`src/rtl/rtc_cal_pkg.sv`:
```
package rtc_cal_pkg;
  localparam int FIELD_W    = 8;
  localparam int NUM_FIELDS = 7;
  localparam int ADDR_W     = 3;

  localparam int A_SEC  = 0;
  localparam int A_MIN  = 1;
  localparam int A_HOUR = 2;
  localparam int A_WDAY = 3;
  localparam int A_MDAY = 4;
  localparam int A_MON  = 5;
  localparam int A_YEAR = 6;

  typedef logic [FIELD_W-1:0] fld_t;
  typedef fld_t [NUM_FIELDS-1:0] fld_vec_t;

  localparam fld_t SEC_LAST  = 8'd59;
  localparam fld_t MIN_LAST  = 8'd59;
  localparam fld_t HOUR_LAST = 8'd23;
  localparam fld_t WDAY_LAST = 8'd7;
  localparam fld_t MON_LAST  = 8'd12;
  localparam fld_t YEAR_LAST = 8'd99;

  // Binary 0..99 to packed BCD
  function automatic fld_t bin_to_bcd(input fld_t v);
    fld_t tens;
    fld_t ones;
    tens = v / 8'd10;
    ones = v % 8'd10;
    return {tens[3:0], ones[3:0]};
  endfunction

  // Packed BCD to binary
  function automatic fld_t bcd_to_bin(input fld_t v);
    return ({4'd0, v[7:4]} * 8'd10) + {4'd0, v[3:0]};
  endfunction
endpackage

```
`src/rtl/rtc_field_codec.sv`:
```
module rtc_field_codec
  import rtc_cal_pkg::*;
(
  input  logic bcd_mode,
  input  fld_t raw_in,
  output fld_t bin_out,
  input  fld_t bin_in,
  output fld_t raw_out
);
  // Stored byte -> working binary value
  always_comb begin
    if (bcd_mode) bin_out = bcd_to_bin(raw_in);
    else          bin_out = raw_in;
  end

  // Working binary value -> stored byte
  always_comb begin
    if (bcd_mode) raw_out = bin_to_bcd(bin_in);
    else          raw_out = bin_in;
  end
endmodule

```
`src/rtl/rtc_month_len.sv`:
```
module rtc_month_len
  import rtc_cal_pkg::*;
(
  input  fld_t month,
  input  fld_t year,
  output fld_t days
);
  logic leap;

  // Window 1950..2049: 1900 and 2000 are both multiples of 4
  assign leap = (year[1:0] == 2'b00);

  always_comb begin
    unique case (month)
      8'd2:                    days = leap ? 8'd29 : 8'd28;
      8'd4, 8'd6, 8'd9, 8'd11: days = 8'd30;
      default:                 days = 8'd31;
    endcase
  end
endmodule

```
`src/rtl/rtc_carry_chain.sv`:
```
module rtc_carry_chain
  import rtc_cal_pkg::*;
(
  input  fld_vec_t cur,
  output fld_vec_t nxt
);
  fld_t dim;
  logic c_min, c_hour, c_day, c_mon, c_year;

  rtc_month_len u_mlen (
    .month (cur[A_MON]),
    .year  (cur[A_YEAR]),
    .days  (dim)
  );

  // Carry terms; out-of-range values wrap like the last value
  assign c_min  = (cur[A_SEC]  >= SEC_LAST);
  assign c_hour = c_min  && (cur[A_MIN]  >= MIN_LAST);
  assign c_day  = c_hour && (cur[A_HOUR] >= HOUR_LAST);
  assign c_mon  = c_day  && (cur[A_MDAY] >= dim);
  assign c_year = c_mon  && (cur[A_MON]  >= MON_LAST);

  always_comb begin
    nxt = cur;
    nxt[A_SEC] = c_min ? 8'd0 : cur[A_SEC] + 8'd1;
    if (c_min)
      nxt[A_MIN] = c_hour ? 8'd0 : cur[A_MIN] + 8'd1;
    if (c_hour)
      nxt[A_HOUR] = c_day ? 8'd0 : cur[A_HOUR] + 8'd1;
    if (c_day) begin
      nxt[A_WDAY] = (cur[A_WDAY] >= WDAY_LAST) ? 8'd1 : cur[A_WDAY] + 8'd1;
      nxt[A_MDAY] = c_mon ? 8'd1 : cur[A_MDAY] + 8'd1;
    end
    if (c_mon)
      nxt[A_MON] = c_year ? 8'd1 : cur[A_MON] + 8'd1;
    if (c_year)
      nxt[A_YEAR] = (cur[A_YEAR] >= YEAR_LAST) ? 8'd0 : cur[A_YEAR] + 8'd1;
  end

  // a legal hour never steps out of 0..23
  always_comb begin
    if (cur[A_HOUR] <= HOUR_LAST)
      assert_hour_range_R4: assert (nxt[A_HOUR] <= HOUR_LAST);
  end

  // a legal weekday stays within 1..7
  always_comb begin
    if (cur[A_WDAY] >= 8'd1 && cur[A_WDAY] <= WDAY_LAST)
      assert_wday_range_R5: assert (nxt[A_WDAY] >= 8'd1 && nxt[A_WDAY] <= WDAY_LAST);
  end
endmodule

```
`src/rtl/rtc_calendar_core.sv`:
```
module rtc_calendar_core
  import rtc_cal_pkg::*;
(
  input  logic                          clk,
  input  logic                          rst_n,
  input  logic                          tick_1hz,
  input  logic                          bcd_mode,
  input  logic                          hold,
  input  logic                          wr_valid,
  output logic                          wr_ready,
  input  logic [ADDR_W-1:0]             wr_addr,
  input  logic [FIELD_W-1:0]            wr_data,
  output logic [NUM_FIELDS*FIELD_W-1:0] fields_q
);
  localparam logic [ADDR_W-1:0] LAST_ADDR = ADDR_W'(NUM_FIELDS - 1);

  fld_vec_t fld_q;
  fld_vec_t bin_cur;
  fld_vec_t bin_nxt;
  fld_vec_t raw_nxt;
  logic     wr_hit;
  logic     advance;
  logic [NUM_FIELDS*FIELD_W-1:0] other_mask;

  assign wr_ready = 1'b1;
  assign wr_hit   = wr_valid && (wr_addr <= LAST_ADDR);
  assign advance  = tick_1hz && !hold && !wr_hit;

  // One codec per field
  for (genvar g = 0; g < NUM_FIELDS; g++) begin : g_codec
    rtc_field_codec u_codec (
      .bcd_mode (bcd_mode),
      .raw_in   (fld_q[g]),
      .bin_out  (bin_cur[g]),
      .bin_in   (bin_nxt[g]),
      .raw_out  (raw_nxt[g])
    );
  end

  rtc_carry_chain u_chain (
    .cur (bin_cur),
    .nxt (bin_nxt)
  );

  // Reset values are below ten, so they read the same in both encodings
  always_ff @(posedge clk) begin
    if (!rst_n) begin
      fld_q         <= '0;
      fld_q[A_WDAY] <= 8'd7;
      fld_q[A_MDAY] <= 8'd1;
      fld_q[A_MON]  <= 8'd1;
    end else if (wr_hit) begin
      fld_q[wr_addr] <= wr_data;
    end else if (advance) begin
      fld_q <= raw_nxt;
    end
  end

  assign fields_q = fld_q;

  // Bytes not addressed by the current write
  always_comb begin
    for (int k = 0; k < NUM_FIELDS; k++)
      other_mask[k*FIELD_W +: FIELD_W] = (wr_addr == ADDR_W'(k)) ? '0 : '1;
  end

  // hold with no write keeps every field
  assert_hold_freeze_R9: assert property (@(posedge clk) disable iff (!rst_n)
    (hold && !wr_hit) |=> $stable(fields_q));

  // a write lands in its field
  assert_write_load_R10: assert property (@(posedge clk) disable iff (!rst_n)
    wr_hit |=> (fld_q[$past(wr_addr)] == $past(wr_data)));

  // a write, with or without a tick, leaves the other fields alone
  assert_write_wins_R11: assert property (@(posedge clk) disable iff (!rst_n)
    wr_hit |=> ((fields_q & $past(other_mask)) == $past(fields_q & other_mask)));

  // an accepted tick below the minute boundary adds one second
  assert_sec_step_R12: assert property (@(posedge clk) disable iff (!rst_n)
    (advance && bin_cur[A_SEC] < SEC_LAST) |=>
      ((bcd_mode != $past(bcd_mode)) || (bin_cur[A_SEC] == $past(bin_cur[A_SEC]) + 8'd1)));
endmodule

```
`config.mk`:
```
export PLATFORM = sky130hd
export DESIGN_NAME = rtc_calendar_core
export DESIGN_NICKNAME = d
export VERILOG_FILES = /design/src/rtl/rtc_cal_pkg.sv /design/src/rtl/rtc_field_codec.sv /design/src/rtl/rtc_month_len.sv /design/src/rtl/rtc_carry_chain.sv /design/src/rtl/rtc_calendar_core.sv
export SDC_FILE = /design/constraint.sdc
export NUM_CORES = 1
export LEC_CHECK = 0
export BUFFER_PORTS_ARGS = -buffer_cell sky130_fd_sc_hd__clkbuf_2
export CORE_MARGIN = 4
export CORE_UTILIZATION = 60
export DETAILED_ROUTE_END_ITERATION = 12
export PLACE_DENSITY = 0.78
export SYNTH_ARGS = -nofsm -noshare
export SYNTH_HDL_FRONTEND = slang
export SYNTH_SLANG_ARGS = --single-unit
```
`constraint.sdc`:
```
create_clock -name clk -period 9.85 [get_ports clk]
set_input_delay 1.97 -clock clk [delete_from_list [all_inputs] [get_ports clk]]
set_output_delay 1.97 -clock clk [all_outputs]
set_load 0.01 [all_outputs]
```
======== After elaboration in Yosys (flattened, before gate mapping) ========
Index checks and enable logic that the tools add are counted.
storage, ports and cells
  register bits ........................... 56
  output and inout port bits .............. 57
cells by class
  add/sub/neg operators ................... 14
  multiply operators ...................... 7
  divide/modulo/power cells ............... 14
  magnitude comparators ................... 10
  equality and inequality tests ........... 5
  mux-type cells .......................... 33
  reduce and logical (&&, ||, !) cells .... 13
operator list
  operator             count
  $mux 8               26
  $mux 56              2
  $add 8x1->8 const B  7
  $add 8x4->8          7
  $bwmux 56            1
  $div 8x4->8 const B  7
  $mod 8x4->8 const B  7
  $mul 4x3->7 const B  7
  $demux 8 s3          1
  $eq 8x3->1 const B   2
  $eq 8x4->1 const B   2
  $ge 8x6->1 const B   2
  $mux 16              1
  $eq 8x2->1 const B   1
  $ge 8x3->1 const B   1
  $ge 8x4->1 const B   1
  $ge 8x5->1           1
  $ge 8x5->1 const B   1
  $ge 8x7->1 const B   1
  $logic_and 1x1->1    8
  $lt 3x4->1 const B   1
  $pmux 2 s2           1
  $reduce_or 4->1      1
  $ge 3x1->1 const B   1
  5 further kinds      6

======== Depth between registers and ports, before layout ========
Gate-level depths: netlist of the first run.
  depth after elaboration ................. 15
  mapped depth ............................ 32
  mapped depth without buffers ............ 27

======== By module ========
A second synthesis of the first run with hierarchy kept.
unflattened totals
  cell total of the unflattened synthesis .. 1,690
  area, all modules ....................... 12,525.8 sq um
by module, submodules not included
  module             instances  cells each  area an instance (sq um)
  rtc_field_codec    7          164         1,156.1
  rtc_calendar_core  1          297         2,867.8
  rtc_carry_chain    1          229         1,460.2
  rtc_month_len      1          16          105.1

======== Worst setup path before layout of the first run ========
Ideal clock, no wire load.
  path type ............................... input -> register
  from .................................... input port bcd_mode
  to ...................................... register fld_q, in the netlist fields_q[51]
  setup time .............................. 0.074 ns
  arrival ................................. 7.410 ns
  required time ........................... 9.776 ns
  path slack .............................. 2.366 ns
  stages .................................. 29
  buffers on the path ..................... 8
  cells stage by stage .................... buf_6 -> buf_4 -> buf_4 -> buf_6 -> buf_6 -> buf_2 -> buf_2 -> mux2i_1 -> ha_1 -> inv_1 -> a21oi_1 -> ha_1 -> inv_1 -> a21boi_0 -> o21ai_0 -> o31ai_4 -> a2bb2oi_4 -> nand3_2 -> buf_6 -> o41ai_4 -> nor3_1 -> mux2i_1 -> mux2_2 -> a2111oi_4 -> xor2_1 -> ha_1 -> a22oi_1 -> o311a_1 -> a31oi_1
between the ends
  longest elaborated chain between the ends .. 12
  elaborated cells on any way between the ends .. 32
  classes of those cells .................. add/sub: 1; div: 1; order compare: 6; eq/ne: 5; mux: 13; reduce/logical: 6
ends and longest elaborated chain
  element                                           line                                      source
  start: declaration                                rtc_calendar_core.sv:7                    input logic bcd_mode,
  $mux 8                                            rtc_field_codec.sv:12                     if (bcd_mode) bin_out = bcd_to_bin(raw_in);
  $eq 8x3->1, or another cell as far along          rtc_month_len.sv:14                       unique case (month)
  $reduce_or 4->1 / $mux 1 (equally long branches)  rtc_month_len.sv:14, rtc_month_len.sv:15
  $pmux 2 s2                                        rtc_month_len.sv:14
  $ge 8x5->1                                        rtc_carry_chain.sv:20                     assign c_mon = c_day && (cur[A_MDAY] >= dim);
  $logic_and 1x1->1                                 rtc_carry_chain.sv:20
  $logic_and 1x1->1                                 rtc_carry_chain.sv:21                     assign c_year = c_mon && (cur[A_MON] >= MON_LAST);
  $mux 8                                            rtc_carry_chain.sv:36                     if (c_year)
  $mod 8x4->8                                       rtc_cal_pkg.sv:29                         ones = v % 8'd10;
  $mux 8 (*)                                        rtc_field_codec.sv:18                     if (bcd_mode) raw_out = bin_to_bcd(bin_in);
  $mux 56 (*)                                       rtc_calendar_core.sv:54                   end else if (advance) begin
  $mux 56 (*)                                       rtc_calendar_core.sv:52                   end else if (wr_hit) begin
  end signal: indexed assignment                    rtc_calendar_core.sv:53                   fld_q[wr_addr] <= wr_data;
  end signal: assignment                            rtc_calendar_core.sv:55                   fld_q <= raw_nxt;
  end: declaration                                  rtc_calendar_core.sv:17                   fld_vec_t fld_q;
Every way passes the cells marked *; elsewhere a longest branch is shown, timed or not. The select of a mux whose other input is x is not followed.
A chain may end at the register's enable or synchronous reset.

======== Worst setup path in the final report of the first run ========
Same ends and word-level chain as after synthesis.

==> out/metrics.yaml, run 1 <==
drv_cap: 0
drt_first_iter_violations: 1371
synth_area_leaders: "dfxtp_1, ha_1, nand2_1"
ys_warn_count: 0
clockPowerShare_pct: 22.9
gp_congestion: 1.01
slew_violations: 0
ant_nets: 0
cts-htree-levels: 2
overflow: 0
die_w_um: 143
cp_max_fo: 47
initial_core_util_pct: 60.8
crit_slowest_cell: "a2111oi_1"
largest_register_ff_count: 56
io_buffers: 72
n_antenna_cell: 0
cts_made_buffers: 5
ir_drop_mv: 0.0778
power.density_mw_per_mm2: 87.4
dp.cells: 1743
async_reset_ff_share_pct: 0
yosysSeqAreaShare_pct: 10.3
final_util_pct: 63.5
hold_path.class: "reg -> reg"
drc: 0
p_sw_share_pct: 45.6
syn_to_final_growth_pct: 4.45
syn_inst: 1509
period_minus_slack_ps: 8280
cts_sinks: 56
cts_root_buf: "clkbuf_16"
drtPass1Iterations: 6
max_freq_ghz: 0.121
synth_commonest_cells: "nand2_1, nor2_1, a21oi_1"
clk_latency_ps: 320
fin_skew_ps: 9.47
final.setup.tns_ps: 0
wirelength_mm: 37.3
seqPwrFrac_pct: 26.0
ctsResizeCount: 0
hpwlAfterDp_mm: 26.7
avgViaCountPerCell: 7.25
track_usage_pct: 35.2
cts_max_path_buffers: 2
finalWorstSetupSlack_ps: 1570
relSlewSlack_pct: 35.7
io_pins: 74
setup_viol: 0
dp_slack_ps: 1420
grt_pass1_wl_mm: 59.0
core_mm2: 0.0180
required_ps: 10100
drive_gt1_share_pct: 13.9
clk_pin_slew_ps: 90
cp.arrival_ps: 8530
final_cells: 1751
syn_avg_cell_area_um2: 7.24
grt_pass1_vias: 11400
vias: 12700
timing.hold.ws_ps: 582
syn_nets: 1608
synth.distinct_cells: 129
wl_per_cell_um: 21.3
path_class: "in -> reg"
power_leakage_uw: 0.00449
pwr-share-comb_pct: 51.1
cts_setup_buffers: 0
rows: 49
tritoncts: "built"
worstPathCellList: "buf_4, nand3_1, nor2_1, mux2i_1, nand2_1, nor4_1, a21oi_1, ha_1, inv_1, a21boi_0, o21ai_0, o31ai_4, o22ai_2, nor3_4, a2bb2oi_2, a2111oi_1, o21a_2, nor2_1, a2111oi_4, xor2_1, ha_1, a22oi_1, o311a_1, a31oi_1"
status: "complete, no violations"
end_kind: "flip-flop"
p_int_uw: 543
antenna_found_initial: 1
ctsHoldBuffers: 0
nets: 1620
chipHeight_um: 143
switchingPower_uw: 455
hold_viol_final: 0
rsz0062_at_grt: "false"
grt_max_degree: 84
synth_top_area_share_pct: 10.3
crit_path_start_kind: "input port"
die_area_mm2: 0.0204
synth_largest_area_cell: "dfxtp_1"
netlist_area_mm2: 0.0109
yosysMostFrequentCell: "nand2_1"
tightestPinTransition_ps: 958
ys.flop_type: "dfxtp_1"
synth-edff-count: 0
fin_crit_sh_pct: 84.1
max_stage_delay_ps: 580
synth_seq_cells: 56
==> layout by cell type, fill, tap and decap left out, types with 7 or more instances in the layout <==
cell type | netlist | routed
mux2_2 | 23 | 23
o21ai_1 | 21 | 21
fa_1 | 14 | 14
a211o_1 | 9 | 9
o31ai_1 | 16 | 16
and2_1 | 9 | 9
nand2_1 | 162 | 162
nor4_1 | 18 | 18
nand2b_1 | 15 | 15
nand3_1 | 70 | 70
o21ai_0 | 86 | 85
dfxtp_1 | 56 | 56
or4_1 | 8 | 8
o221ai_1 | 10 | 10
a32oi_1 | 7 | 7
a22oi_1 | 18 | 18
a221oi_1 | 19 | 19
a31oi_1 | 20 | 20
a21o_1 | 17 | 17
a211oi_1 | 23 | 23
o21a_1 | 13 | 13
o22ai_1 | 16 | 16
nand3b_1 | 10 | 10
a21oi_1 | 118 | 118
xnor2_1 | 34 | 34
xor2_1 | 7 | 7
clkbuf_2 | 1 | 71
o211ai_1 | 25 | 25
and3_1 | 15 | 15
mux2i_1 | 17 | 17
buf_4 | 7 | 16
o31a_1 | 7 | 7
or3_1 | 23 | 23
nor3_1 | 55 | 55
inv_1 | 31 | 31
ha_1 | 68 | 68
nand4_1 | 10 | 10
nor2_1 | 150 | 150
nor2b_1 | 10 | 10
==> routing by layer <==
metal / share of wire [%] / up-vias / GRT usage [%]
met5: 0 / - / 0
met4: 5.4 / 0 / 18.8
met3: 9.3 / 154 / 5.32
met2: 43 / 722 / 52.9
met1: 42 / 5951 / 48.5
li1: - / 5862 / -
==> area by class of cell <==
type                            instances  area [um^2]
Timing Repair Buffer                   87          475
Clock buffer                            5          125
Tap cell                              229          287
Clock inverter                          3         47.5
Fill cell                            1680         6550
Multi-Input combinational cell       1337         9230
Inverter                               34          128
Sequential cell                        56         1120
==> logic make-up after synthesis <==
family / count (synthesis) / share of synthesized area, %
AO/OA/AOI/OAI: 559 / 38.1
XOR/XNOR: 43 / 3.65
adder cells (fa/ha/maj): 87 / 10.8
buffers and inverters: 116 / 5.30
flip-flops: 56 / 10.3
multiplexers: 43 / 4.27
other: 1 / 0.0343
AND/OR/NAND/NOR: 604 / 27.5
==> power by group through the flow <==
| stage | sequential [uW] | clock, uW | combinational (uW) |
|---|---|---|---|
| 2_1_floorplan | 260 | 0 | 382 |
| 3_3_place_gp | 263 | 0 | 484 |
| 3_5_place_dp | 264 | 0 | 493 |
| 4_1_cts | 258 | 231 | 495 |
| 5_1_grt | 261 | 236 | 555 |
| 6_report | 259 | 229 | 510 |
==> worst paths after layout <==
check,startpoint,endpoint,slack (ps),cells past startpoint
max,bcd_mode,fields_q[51],1570,24
min,fields_q[16],fields_q[16],580,2
max reg2reg,fields_q[45],fields_q[51],2180,26
min reg2reg,fields_q[16],fields_q[16],580,2
==> through the flow <==
stage / total power (uW) / instance area [um^2]
6_report: 998 / 11400
5_1_grt: 1050 / 11400
4_1_cts: 984 / 11400
3_5_place_dp: 756 / 11200
2_1_floorplan: 642 / 10900
3_3_place_gp: 747 / 11200
==> critical path: cells and delay by family <==
family	cells	cell delay [ps]
compound gates	12	3220
xor+xnor	1	180
fa+ha+maj	2	560
buf+inv	2	480
mux	1	340
simple gates	6	1730
Power figures use the tool's default switching activity.
==> inputs of run 2 (changes only) <==
--- a/config.mk
+++ b/config.mk
@@ -7,9 +7,9 @@
 export LEC_CHECK = 0
 export BUFFER_PORTS_ARGS = -buffer_cell sky130_fd_sc_hd__clkbuf_2
 export CORE_MARGIN = 4
-export CORE_UTILIZATION = 60
+export CORE_UTILIZATION = 58
 export DETAILED_ROUTE_END_ITERATION = 12
-export PLACE_DENSITY = 0.78
+export PLACE_DENSITY = 0.79
 export SYNTH_ARGS = -nofsm -noshare
 export SYNTH_HDL_FRONTEND = slang
 export SYNTH_SLANG_ARGS = --single-unit
==> constraint.sdc (replaced) <==
create_clock -name clk -period 7.5 [get_ports clk]
set_input_delay 1.5 -clock clk [delete_from_list [all_inputs] [get_ports clk]]
set_output_delay 1.5 -clock clk [all_outputs]
set_load 0.01 [all_outputs]
==> run 2 against run 1 <==
Net effect:
- worst setup slack got worse by 1300 ps
- sequential power up 30%
- clock power rose by 15%
- via count rose by 0.33%
- routed wire length fell by 0.13%
- cell area up 2.0%
- total power rose by 29%
- non-clock buffer count is 24 higher
- global-route usage down 2.1 points
- critical endpoint unchanged
- largest cell class unchanged
==> out/metrics.yaml, run 2 (same netlist as run 1, synthesis figures left out) <==
hpwlAfterDp_mm: 26.9
cp_top_family: "compound AO/OA/AOI/OAI gates"
initial_core_util_pct: 59.8
grt_max_degree: 118
grt_pass1_wl_mm: 59.3
chipHeight_um: 145
die_w_um: 145
track_usage_pct: 33.1
fill_cells: 1673
drv_cap: 0
fin_skew_ps: 11.4
gp_congestion: 1.02
drc: 0
core_mm2: 0.0183
rows: 49
relSlewSlack_pct: 38.2
wl_per_cell_um: 21.0
hold_path.class: "reg -> reg"
holdPathStages: 2
regToRegSetupSlack_ps: 270
final_cell_mix: "nand2_1, nor2_1, a21oi_1"
max_freq_ghz: 0.138
ir_drop_mv: 0.0949
fin_crit_sh_pct: 96.4
vias: 12700
cts_made_buffers: 5
power.density_mw_per_mm2: 110
largest_register_ff_count: 56
required_ps: 7750
r2r-end: "fields_q[51]"
cts-htree-levels: 2
ant_nets: 0
dpl_cell_area_mm2: 0.0114
cp_num_buf_inv: 2
setup_viol: 0
cts_max_path_buffers: 2
hold_viol_final: 0
cts_sinks: 56
tightestPinTransition_ps: 923
fin_area_mm2: 0.0116
min_to: "fields_q[8]"
end_kind: "flip-flop"
syn_to_final_growth_pct: 6.50
drt_first_iter_violations: 1438
wirelength_mm: 37.2
final_cells: 1775
ctsHoldBuffers: 0
clk_pin_slew_ps: 80
avgViaCountPerCell: 7.17
min_from: "fields_q[8]"
final.setup.tns_ps: 0
io_pins: 74
worstReg2RegStart: "fields_q[47]"
cts_root_buf: "clkbuf_16"
max_stage_delay_ps: 550
crit_cells: 27
grt_pass1_vias: 11400
slew_violations: 0
cp_common_cell: "ha_1"
power_leakage_uw: 0.00461
die_area_mm2: 0.0211
dp.cells: 1763
io_buffers: 72
overflow: 0
clk_latency_ps: 320
n_antenna_cell: 0
cp.arrival_ps: 7480
path_class: "reg -> reg"
drive_gt1_share_pct: 15.5
nets: 1644
crit_start: "fields_q[47]"
crit_slowest_cell: "fa_1"
antenna_found_initial: 2
status: "complete, no violations"
drtPass1Iterations: 6
layout_commonest_cell: "nand2_1"
cp_max_fo: 9
tritoncts: "built"
worstRegToRegCells: 27
crit_path_start_kind: "flip-flop"
period_minus_slack_ps: 7230
## run 2: cell types whose count changed in the layout (fill, tap and decap cells not counted), sizes merged
cell      change
clkinv        -2
bufinv        -1
clkinvlp      +1
clkbuf        +2
buf          +24
## run 2: power breakdown
| part | total [uW] | switching, uW | internal (uW) | leakage [uW] |
|---|---|---|---|---|
| Combinational | 685 | 432 | 252 | 0.00408 |
| Sequential | 337 | 25.7 | 311 | 0.000455 |
| Clock | 263 | 129 | 134 | 0.0000701 |
| Total | 1280 | 588 | 697 | 0.00461 |
## run 2: routing by layer
metal,part of all wire (%),track usage (%)
met1,41,45.2
met4,4.4,14.2
met5,0.091,0
met2,44,52.0
met3,10,4.77
## run 2: area by class of cell
cell class	instances	area, um^2	area share [%]
flip-flops and latches	56	1120	9.63
well taps	229	287	2.46
multi-input cells	1337	9290	79.8
clock buffers	7	143	1.23
clock inverters	1	7.51	0.0645
repair buffers	111	668	5.74
inverters	34	128	1.10
## run 2: worst min-delay path, cell delays in order, from the launching register on
cell	delay (ps)
dfxtp_1	360
o21ai_0	100
a21oi_1	60
## run 2: what timing repair did
action	CTS	global route
gates resized for setup	0	9
endpoints found under the setup margin	0	2
buffers inserted	0	4
## run 2: how the worst max path moves through the flow
stage / end / slack (ps)
global route: fields_q[51] / -60
floorplan: fields_q[51] / 490
global placement: fields_q[51] / 340
CTS: fields_q[51] / 190
detailed placement: fields_q[51] / 170
finish: fields_q[51] / 270
## run 2: stage by stage
stage	setup WS [ps]	power [uW]	hold WS [ps]	util, %
2_1_floorplan	486	843	533	-
4_1_cts	190	1260	567	63.2
5_1_grt	-58.8	1350	631	63.7
3_3_place_gp	343	987	518	62.4
3_5_place_dp	172	1000	551	62.4
6_report	267	1280	571	63.7
==> inputs of run 3 (changes only) <==
--- a/config.mk
+++ b/config.mk
@@ -5,11 +5,13 @@
 export SDC_FILE = /design/constraint.sdc
 export NUM_CORES = 1
 export LEC_CHECK = 0
-export BUFFER_PORTS_ARGS = -buffer_cell sky130_fd_sc_hd__clkbuf_2
+export BUFFER_PORTS_ARGS = -buffer_cell sky130_fd_sc_hd__buf_2
 export CORE_MARGIN = 4
 export CORE_UTILIZATION = 58
 export DETAILED_ROUTE_END_ITERATION = 12
+export GPL_ROUTABILITY_DRIVEN = 0
 export PLACE_DENSITY = 0.79
 export SYNTH_ARGS = -nofsm -noshare
 export SYNTH_HDL_FRONTEND = slang
+export SYNTH_HIERARCHICAL = 1
 export SYNTH_SLANG_ARGS = --single-unit
==> run 3 against run 2 <==
Net effect:
- sequential cell count unchanged
- via count up 2.3%
- critical path depth decreased by 6
- die area is 14% higher
==> out/metrics.yaml, run 3 <==
clockPowerShare_pct: 18.1
synth_largest_area_cell: "dfxtp_1"
die_area_mm2: 0.0240
final.setup.tns_ps: 0
switchingPower_uw: 667
rows: 53
max_freq_ghz: 0.145
final_cells: 1929
end_kind: "flip-flop"
cts_max_path_buffers: 2
die_w_um: 155
fill_cells: 1920
synth_commonest_cells: "nand2_1, a21oi_1, nor2_1"
ir_drop_mv: 0.0926
status: "complete, no violations"
io_pins: 74
hold_path.class: "reg -> reg"
finalPower_uw: 1440
syn_avg_cell_area_um2: 7.41
slew_violations: 0
ys.flop_type: "dfxtp_1"
largest_register_ff_count: 56
wirelength_mm: 34.8
grt_pass1_wl_mm: 57.6
yosysSeqAreaShare_pct: 8.95
netlist_area_mm2: 0.0125
syn_inst: 1690
cts_root_buf: "clkbuf_16"
antenna_found_initial: 3
drc: 0
rsz0062_at_grt: "false"
power.density_mw_per_mm2: 115
timing.hold.ws_ps: 526
avgViaCountPerCell: 6.75
power_leakage_uw: 0.00493
p_int_uw: 773
cts-htree-levels: 2
regToRegSetupSlack_ps: 650
layout_commonest_cell: "nand2_1"
drv_cap: 0
initial_core_util_pct: 59.2
grt_pass1_vias: 11600
synth_top_area_share_pct: 8.95
fin_crit_sh_pct: 92.2
drtPass1Iterations: 8
hold_viol_final: 0
fin_skew_ps: 13.7
required_ps: 7690
drt_first_iter_violations: 1489
ys_warn_count: 6
synth_seq_cells: 56
nets: 1748
cp_max_fo: 37
tightestPinTransition_ps: 1240
drive_gt1_share_pct: 12.3
overflow: 0
wl_per_cell_um: 18.0
pwr-share-comb_pct: 58.1
crit_path_start_kind: "input port"
vias: 13000
clk_pin_slew_ps: 90
cts_made_buffers: 5
relSlewSlack_pct: 17.4
core_mm2: 0.0212
hpwlAfterDp_mm: 25.4
io_buffers: 72
cp.arrival_ps: 7100
yosysMostFrequentCell: "nand2_1"
syn_to_final_growth_pct: 0.399
synth.distinct_cells: 88
grt_max_degree: 113
final_cell_mix: "nand2_1, a21oi_1, nor2_1"
synth_area_leaders: "dfxtp_1, ha_1, buf_6"
ctsHoldBuffers: 0
synth-edff-count: 0
p_sw_share_pct: 46.3
cts_sinks: 56
ant_nets: 0
period_minus_slack_ps: 6910
tritoncts: "built"
track_usage_pct: 27.8
cts_setup_buffers: 0
path_class: "in -> reg"
dp.cells: 1920
async_reset_ff_share_pct: 0
seqPwrFrac_pct: 23.8
setup_viol: 0
clk_latency_ps: 310
chipHeight_um: 155
ctsResizeCount: 0
## run 3: cell count changes in the layout (fill, tap and decap cells not counted), moves of 22 or more
cell      previous run  this run
a211oi_1            23         1
a21boi_1             3        29
a32oi_1              7        37
and3_1              15        40
buf_2                0        71
clkbuf_2            71         0
inv_1               31        54
nand3_1             70        44
nor2_1             149       103
nor2b_1             10        67
or3_1               23         0
xnor2_1             34        57
xor2_1               7        30
## run 3: area by class of cell
| cell class | instances | area [um^2] | area share (%) |
|---|---|---|---|
| multi-input combinational | 1424 | 10100 | 80.2 |
| clock buffer | 5 | 125 | 0.995 |
| sequential | 56 | 1120 | 8.91 |
| clock inverter | 3 | 28.8 | 0.229 |
| timing repair buffer | 110 | 661 | 5.25 |
| tap | 275 | 344 | 2.74 |
| inverter | 55 | 206 | 1.64 |
| antenna | 1 | 2.50 | 0.0199 |
## run 3: power by group through the flow
stage	Clock (uW)	Combinational, uW	Sequential, uW
after CTS	260	821	342
after global placement	0	795	348
after detailed placement	0	816	349
after global routing	270	923	345
final	261	838	342
after floorplan	0	683	343
## run 3: routing by layer
metal / GRT usage, % / routed length [um]
met2: 44.7 / 16000
met5: 0 / 26
met1: 38.5 / 14700
met4: 9.04 / 1090
met3: 3.59 / 2870
## run 3: path summary, 6_finish.rpt
check                                    end    startpoint  depth (start not counted)
worst max register to register  fields_q[33]  fields_q[45]                         23
worst min-delay path             fields_q[9]   fields_q[9]                          2
worst min register to register   fields_q[9]   fields_q[9]                          2
worst max-delay path            fields_q[33]      bcd_mode                         21
## run 3: logic make-up after synthesis
logic type	count (synthesis)	synth area share, %
compound gates	587	34.0
flops	56	8.95
mux	51	4.37
xor+xnor	87	6.08
buf+inv	215	10.9
fa+ha+maj	79	8.73
simple gates	611	26.8
other cells	4	0.120
## run 3: worst max-delay path, stage by stage
cell       delay (ps)
buf_4             340
o2111ai_1         260
a21oi_1           190
o22ai_1           130
nor4_2            340
o21ai_1           120
ha_1              280
nand2b_1          150
a2111o_1          470
a31o_2            360
nor2_1            450
a22o_1            700
inv_1             270
and3_1            220
o21ai_0           210
o211a_1           240
o21bai_1           80
a22o_1            250
a32o_1            220
a221oi_1          240
nor2_1             70
## run 3: metrics by stage
stage / worst slack [ps] / cell area [um^2] / utilization, %
floorplan: 1370 / 12500 / -
global placement: 546 / 12400 / 58.7
detailed placement: 391 / 12400 / 58.7
CTS: 695 / 12600 / 59.4
global route: 121 / 12600 / 59.4
finish: 588 / 12600 / 59.4
